File: src/rtl/ddr_burst_seq.sv
module ddr_burst_seq #(
  parameter int COL_W = 10,
  parameter int AW    = 13
) (
  input  logic             clk,
  input  logic             rst_n,
  input  logic             lmr_valid,
  input  logic [1:0]       lmr_bank,
  input  logic [AW-1:0]    lmr_addr,
  input  logic             burst_start,
  input  logic [COL_W-1:0] start_col,
  output logic [COL_W-1:0] col_out,
  output logic             col_valid,
  output logic             col_last,
  output logic             mode_invalid,
  output logic             load_err,
  output logic [3:0]       dec_bl,
  output logic             dec_ilv,
  output logic [2:0]       dec_cl_x2,
  output logic             dec_dll_rst
);

  localparam int MW = 13;

  logic [MW-1:0] mode_q;
  logic [2:0]    bl_f, cl_f;
  logic [5:0]    op_f;
  logic          bl_ok, op_ok;

  assign bl_f = mode_q[2:0];
  assign cl_f = mode_q[6:4];
  assign op_f = mode_q[12:7];

  assign bl_ok       = (bl_f == 3'd1) || (bl_f == 3'd2) || (bl_f == 3'd3);
  assign dec_bl      = bl_ok ? 4'(4'd1 << bl_f) : 4'd0;
  assign dec_ilv     = mode_q[3];
  assign dec_cl_x2   = (cl_f == 3'b010) ? 3'd4 : (cl_f == 3'b110) ? 3'd5 : 3'd0;
  assign op_ok       = (op_f == 6'b000000) || (op_f == 6'b000010);
  assign dec_dll_rst = (op_f == 6'b000010);
  assign mode_invalid = !bl_ok || (dec_cl_x2 == 3'd0) || !op_ok;

  logic             busy, ilv_q;
  logic [1:0]       lcode;
  logic [2:0]       cnt, mask, low;
  logic [COL_W-1:0] col_q;
  logic             accept;

  assign mask     = 3'((4'd1 << lcode) - 4'd1);
  assign low      = ilv_q ? ((col_q[2:0] ^ cnt) & mask) : (3'(col_q[2:0] + cnt) & mask);
  assign col_out  = {col_q[COL_W-1:3], (col_q[2:0] & ~mask) | low};
  assign col_valid = busy;
  assign col_last  = busy && (cnt == mask);
  assign accept    = burst_start && !mode_invalid && (!busy || col_last);

  always_ff @(posedge clk) begin
    if (!rst_n) begin
      busy  <= 1'b0;
      cnt   <= '0;
      lcode <= 2'd1;
      ilv_q <= 1'b0;
      col_q <= '0;
    end else if (accept) begin
      busy  <= 1'b1;
      cnt   <= '0;
      lcode <= bl_f[1:0];
      ilv_q <= mode_q[3];
      col_q <= start_col;
    end else if (col_last) begin
      busy <= 1'b0;
    end else if (busy) begin
      cnt <= cnt + 3'd1;
    end
  end

  always_ff @(posedge clk) begin
    if (!rst_n) begin
      mode_q   <= '0;
      load_err <= 1'b0;
    end else begin
      load_err <= lmr_valid && busy;
      if (lmr_valid && (lmr_bank == 2'b00) && !busy)
        mode_q <= lmr_addr[MW-1:0];
    end
  end

  p_err_cause_r11: assert property (@(posedge clk) disable iff (!rst_n)
    load_err |-> $past(lmr_valid && col_valid));

  p_mode_frozen_r11: assert property (@(posedge clk) disable iff (!rst_n)
    col_valid |=> $stable(mode_q));

  p_other_bank_r6: assert property (@(posedge clk) disable iff (!rst_n)
    (lmr_valid && lmr_bank != 2'b00) |=> $stable(mode_q));

  p_no_start_invalid_r7: assert property (@(posedge clk) disable iff (!rst_n)
    (burst_start && mode_invalid && !col_valid) |=> !col_valid);

  p_block_fixed_r9: assert property (@(posedge clk) disable iff (!rst_n)
    (col_valid && !col_last) |=> (col_valid && col_out[COL_W-1:3] == $past(col_out[COL_W-1:3])));

  p_last_in_burst_r8: assert property (@(posedge clk) disable iff (!rst_n)
    col_last |-> col_valid);

  p_gap_after_last_r12: assert property (@(posedge clk) disable iff (!rst_n)
    (col_last && !burst_start) |=> !col_valid);

endmodule

File: config.mk
export PLATFORM = sky130hd
export DESIGN_NAME = ddr_burst_seq
export DESIGN_NICKNAME = d
export VERILOG_FILES = /design/src/rtl/ddr_burst_seq.sv
export SDC_FILE = /design/constraint.sdc
export NUM_CORES = 1
export LEC_CHECK = 0
export BUFFER_PORTS_ARGS = -buffer_cell sky130_fd_sc_hd__buf_4
export CORE_MARGIN = 1
export CORE_UTILIZATION = 45
export DETAILED_ROUTE_END_ITERATION = 7
export PLACE_DENSITY = 0.72
export SKIP_CTS_REPAIR_TIMING = 1
export SLEW_MARGIN = 10
export SYNTH_ARGS = -nofsm -noshare
export SYNTH_HDL_FRONTEND = slang
export SYNTH_SLANG_ARGS = --single-unit
File: constraint.sdc
create_clock -name clk -period 3 [get_ports clk]
set_clock_uncertainty 0.05 [all_clocks]
set_input_delay 0.6 -clock clk [delete_from_list [all_inputs] [get_ports clk]]
set_output_delay 0.6 -clock clk [all_outputs]
set_load 0.005 [all_outputs]
======== Word level (Yosys, flattened, before mapping) ========
Index checks and enable logic that the tools add are counted.
word-level totals
  bits in registers ....................... 31
  bits of input ports ..................... 29
  output and inout port bits .............. 23
  word-level logic and storage cells ...... 55
operators by class
  add/sub/neg operators ................... 3
  equality and inequality tests ........... 7
  shifts and indexed selects .............. 2
  mux-type cells .......................... 6
  bitwise logic cells ..................... 8
  reductions and logical operators ........ 22
operators by type and width
  kind                                                                 number
  3-bit AND                                                            3
  3-bit by 2-bit == test with 1-bit output (second input constant)     3
  3-bit 2-to-1 mux                                                     3
  6-bit by 2-bit == test with 1-bit output (second input constant)     1
  1-bit logical AND                                                    6
  6-bit zero test                                                      1
  1-bit logical OR                                                     6
  1-bit zero test                                                      4
  4-bit 2-to-1 mux                                                     1
  1-bit by 3-bit << shifter with 4-bit output (first input constant)   1
  3-bit by 1-bit adder with 3-bit output (second input constant)       1
  3-bit adder                                                          1
  3-bit by 1-bit == test with 1-bit output (second input constant)     1
  3-bit == test                                                        1
  3-bit == test (second input constant)                                1
  3-bit zero test                                                      1
  3-bit inverter                                                       1
  3-bit OR                                                             1
  1-bit by 2-bit << shifter with 3-bit output (first input constant)   1
  3-bit by 1-bit subtractor with 3-bit output (second input constant)  1
  3-bit XOR                                                            1
  2-bit zero test                                                      1
  1-bit 2-to-1 mux                                                     2
  1-bit inverter                                                       2
  3 further kinds                                                      3

======== Depth between registers and ports, before layout ========
  depth in word-level cells ............... 10
  mapped depth ............................ 6
  depth with buffers taken out ............ 6

======== Worst setup path before layout ========
OpenSTA, ideal clock, no wires.
  kind .................................... reg-to-reg
  from .................................... register mode_q[9]
  to ...................................... register col_q[1]
  setup time .............................. 0.072 ns
  arrival time ............................ 2.126 ns
  required time ........................... 2.878 ns
  setup slack ............................. 0.753 ns
  stages on the path, launching flop included .. 6
  path buffers ............................ 1
  clock period less this slack ............ 2.247 ns
  cells stage by stage .................... dfxtp_1 or4_4 or4_4 a311oi_4 buf_8 mux2i_1
between the ends
  longest elaborated chain between the ends .. 7
  elaborated cells between the ends (all ways) .. 8
  those cells by class .................... 1 x eq/ne; 7 x reduce/logical
RTL lines
  element                                                                             line  text
  start: declaration                                                                  25    logic [MW-1:0] mode_q;
  start signal: assignment                                                            82    mode_q <= lmr_addr[MW-1:0];
  6-bit by 2-bit == test with 1-bit output / 6-bit zero test (equally long branches)  38    assign op_ok = (op_f == 6'b000000) || (op_f == 6'b000010);
  1-bit logical OR *                                                                  38
  1-bit zero test *                                                                   40    assign mode_invalid = !bl_ok || (dec_cl_x2 == 3'd0) || !op_ok;
  1-bit logical OR *                                                                  40
  net mode_invalid                                                                    15    output logic mode_invalid,
  1-bit zero test *                                                                   53    assign accept = burst_start && !mode_invalid && (!busy || col_last);
  1-bit logical AND * (2 in a row)                                                    53
  end signal: assignment                                                              67    col_q <= start_col;
  end: declaration                                                                    45    logic [COL_W-1:0] col_q;
Mark *: on every way through the listed nets, which the timed path passes. The rest lies on a longest branch.
A chain may end at the register's enable or synchronous reset.

======== Final worst setup path ========
  from .................................... register cnt[0]
  to ...................................... output col_out[2]
between the ends
  longest elaborated chain between the ends .. 4
RTL lines
  element                   line  text
  start: declaration        44    logic [2:0] cnt, mask, low;
  start signal: assignment  71    cnt <= cnt + 3'd1;
  3-bit adder               49    assign low = ilv_q ? ((col_q[2:0] ^ cnt) & mask) : (3'(col_q[2:0] + cnt) & mask);
  3-bit AND                 49
  3-bit 2-to-1 mux          49
  3-bit OR                  50    assign col_out = {col_q[COL_W-1:3], (col_q[2:0] & ~mask) | low};
  end: declaration          12    output logic [COL_W-1:0] col_out,
No other way between the ends.

==> key figures <==
Synthesis
  – Post-synth top flop: dfxtp_1
  – Mean area per synthesized cell: 8.67 sq um
  – Compound-cell area share of the yosys netlist: 10.4%
  – Yosys warnings: 0
  – Adder-Cell Fraction of Synth Area: 3.61%
  – XOR/XNOR share of the synthesized area: between 1 and 1.5%
  – Fraction of registers with async set/reset: 0%
  – Number of synthesized flops with an enable pin: 0
  – Post-synthesis mux area share: under 10%
  – Simple-gate share of the synthesized area: 26.4%
  – Cells after Synth: 184
  – Count of different cell masters after synthesis: 41
  – Register bit total from synthesis: 31
  – Mapped cell area: 1600 sq um
  – Main combinational cell family by area after synthesis: simple AND/OR/NAND/NOR gates
  – Register area share after synthesis: between 30% and 40%

Placement
  – Post-detail-place hpwl: between 2000 and 2500 um
  – Port buffer count: 49
  – Post-placement cell count: 264
  – Pre-CTS setup slack: roughly 0.76 ns
  – Routability Congestion: around 0.75

Worst setup path
  – WP data arrival: 1.90 ns
  – CP Launch Type: flop
  – End of the critical path: col_out[2]
  – Crit path from: cnt[0]
  – WS Path Type: reg2out
  – Reg2Reg Setup Slack: between 0.7 and 0.8 ns
  – FF-to-FF path depth: 5
  – Data required, critical path: roughly 2.4 ns
  – Worst r2r src: mode_q[9]
  – Worst r2r dst: col_q[9]
  – CP endpoint kind: primary output
  – Critical path fanouts, max: 7

Power
  – Pint: 0.593 mW
  – Seq pwr share: 55.7%
  – LEAKAGE: 0.812 nW
  – Combinational share of power: ~9%
  – Clock power frac: 35.5%
  – Worst vdd ir: 0.256 mV
  – Net Sw Power: 0.165 mW
  – Switching Share: between 20% and 30%
  – Power per Cell Area: 384 nW/um^2

Finish
  – Final std cells w/o fill: 272
  – Layout area overhead: 23.6%
  – Layout cells sized above 1: 30.5%
  – # diodes: 0
  – Nets: between 200 and 300
  – FILL cells: 341

Floorplanning
  – Initial core utilization: 47.4%
  – I/O pin total: 52
  – FP Rows: 21
  – Die footprint: approximately 3800 sq um
  – Die X: between 60 and 70 um
  – Die H: 61.5 um
  – Core region area: roughly 3400 sq um

GRT
  – Global route overflow: 0
  – Largest net degree at the start of global routing: 29
  – Overall Global Routing Usage: 17.4%
  – Vias in the first global route: roughly 1100
  – Initial antenna violation count: 0
  – First-pass GRT wire length: a little under 5000 um

STA
  – Final setup violation count: 0
  – Worst-Margin Slew: ~0.50 ns
  – RSZ-0062 raised after global routing: no
  – Setup_tns: 0 ns
  – Max Clock Freq: 392 MHz
  – Slew headroom: 66.8%
  – Final WS setup: around 0.45 ns
  – Fin crit share: approximately 85%
  – Crit path time final: 2.55 ns
  – Final slew viol count: 0
  – Final hold violation count: 0

Detailed routing
  – Vias: between 1000 and 1500
  – Top layer in use: met4
  – Initial DRC count: 40
  – Metal-1 WL: 1430 um
  – Routed length per placed instance: 10.9 um
  – Antenna Nets Post-Route: 0
  – Drt via density: 4.88
  – First-pass iteration count of the detailed router: 4
  – DRC viols: 0
  – Wirelength, routed: just under 3000 um
  – Met3 wire len: just over 200 um
  – DR WL met2: 1320 um

Clock tree
  – Max Buffers Root-to-Sink: 2
  – Clk Tree Root Cell: clkbuf_4
  – Worst-path clk slew: around 0.090 ns
  – H-tree Lvls: 2
  – Clk_lat worst skew: 0.32 ns
  – CTS tree: built
  – CTS Buf Count: 5
  – CTS sink count: 31

Outcome
  – Status: complete, no violations

Run
  – MaxCap Viol Count: 0

Hold path
  – Hold wc startpoint: col_q[7]
  – Worst Hold Class: reg2reg
-- metal layers --
metal  up-vias  GRT usage (%)
met1       588           22.1
met2        40           26.3
met3         2           7.35
li1        696              -
met5         -              0
met4         0           6.67
-- power groups by stage --
stage	registers [mW]	clock network, mW	logic, mW
after floorplan	0.430	0	0.0344
after global placement	0.431	0	0.0667
after detailed placement	0.432	0	0.0671
after CTS	0.422	0.283	0.0673
after global routing	0.423	0.299	0.0745
final	0.422	0.269	0.0664
-- sequential cells by signal, indices dropped and copies added, names as in the netlist --
register and count:
ilv_q 1, load_err 1, col_q 10, mode_q 13, col_valid 1, lcode 2, cnt 3
-- Yosys cell counts, drive strengths merged (2+ instances only) --
cell type,instances,area share (%)
nor2,9,2.1
mux2i,14,8.8
dlygate4sd3,2,1.3
xnor2,2,1.1
a21oi,15,4.7
buf,11,5.5
nand3,2,0.63
nand2,53,12
dfxtp,31,39
clkbuf,6,2.7
nor4b,2,1.1
and3,2,0.78
nor3b,6,2.8
or4,2,1.4
o31ai,2,0.94
ha,3,2.4
-- worst min-delay path by stage --
stage	end	slack (ns)	cells past startpoint
CTS	col_q[7]	0.41	2
global route	col_q[7]	0.43	2
floorplan	mode_q[8]	0.38	2
global placement	col_q[4]	0.39	2
detailed placement	col_q[7]	0.40	2
finish	col_q[7]	0.41	2
-- metrics by stage --
step	util (%)	power, mW	cell area, sq um	hold WS [ns]
CTS	58.6	0.772	1970	0.412
global placement	56.6	0.498	1900	0.393
global route	58.6	0.796	1970	0.433
finish	58.6	0.758	1970	0.407
floorplan	-	0.465	1600	0.382
detailed placement	56.6	0.499	1900	0.398
-- worst max-delay path, stage by stage, from the launching register on --
cell,delay (ns)
dfxtp_1,0.39
ha_1,0.24
fa_1,0.36
nand2b_1,0.10
xnor2_1,0.11
nand3_1,0.11
xnor2_1,0.16
buf_4,0.13
-- cell usage in the layout (no fill, tap or decap), drive strengths merged, types with 2 or more instances in the layout --
cell type / instances
buf: 52
ha: 3
or4: 2
o31ai: 2
nor4b: 2
conb: 2
dfxtp: 31
nor2: 9
clkbuf: 8
and3: 2
mux2i: 14
nand3: 2
nor3b: 6
nand2: 53
a21oi: 15
xnor2: 2
-- layout make-up --
cell class / instances / area [sq um] / share of cell area [%]
multi-input cells: 133 / 827 / 41.9
flip-flops and latches: 31 / 621 / 31.5
repair buffers: 52 / 390 / 19.8
clock buffers: 8 / 68.8 / 3.49
well taps: 46 / 57.6 / 2.92
inverters: 2 / 7.51 / 0.381
-- cells by family (layout without fill, tap and decap cells) --
group,Yosys count,in the layout
simple gates,86,86
flops,31,31
compound gates,24,24
buf+inv,21,62
mux,15,15
fa+ha+maj,4,4
xor+xnor,2,2
other cells,1,2
No activity file was read; power rests on OpenSTA's default activity.
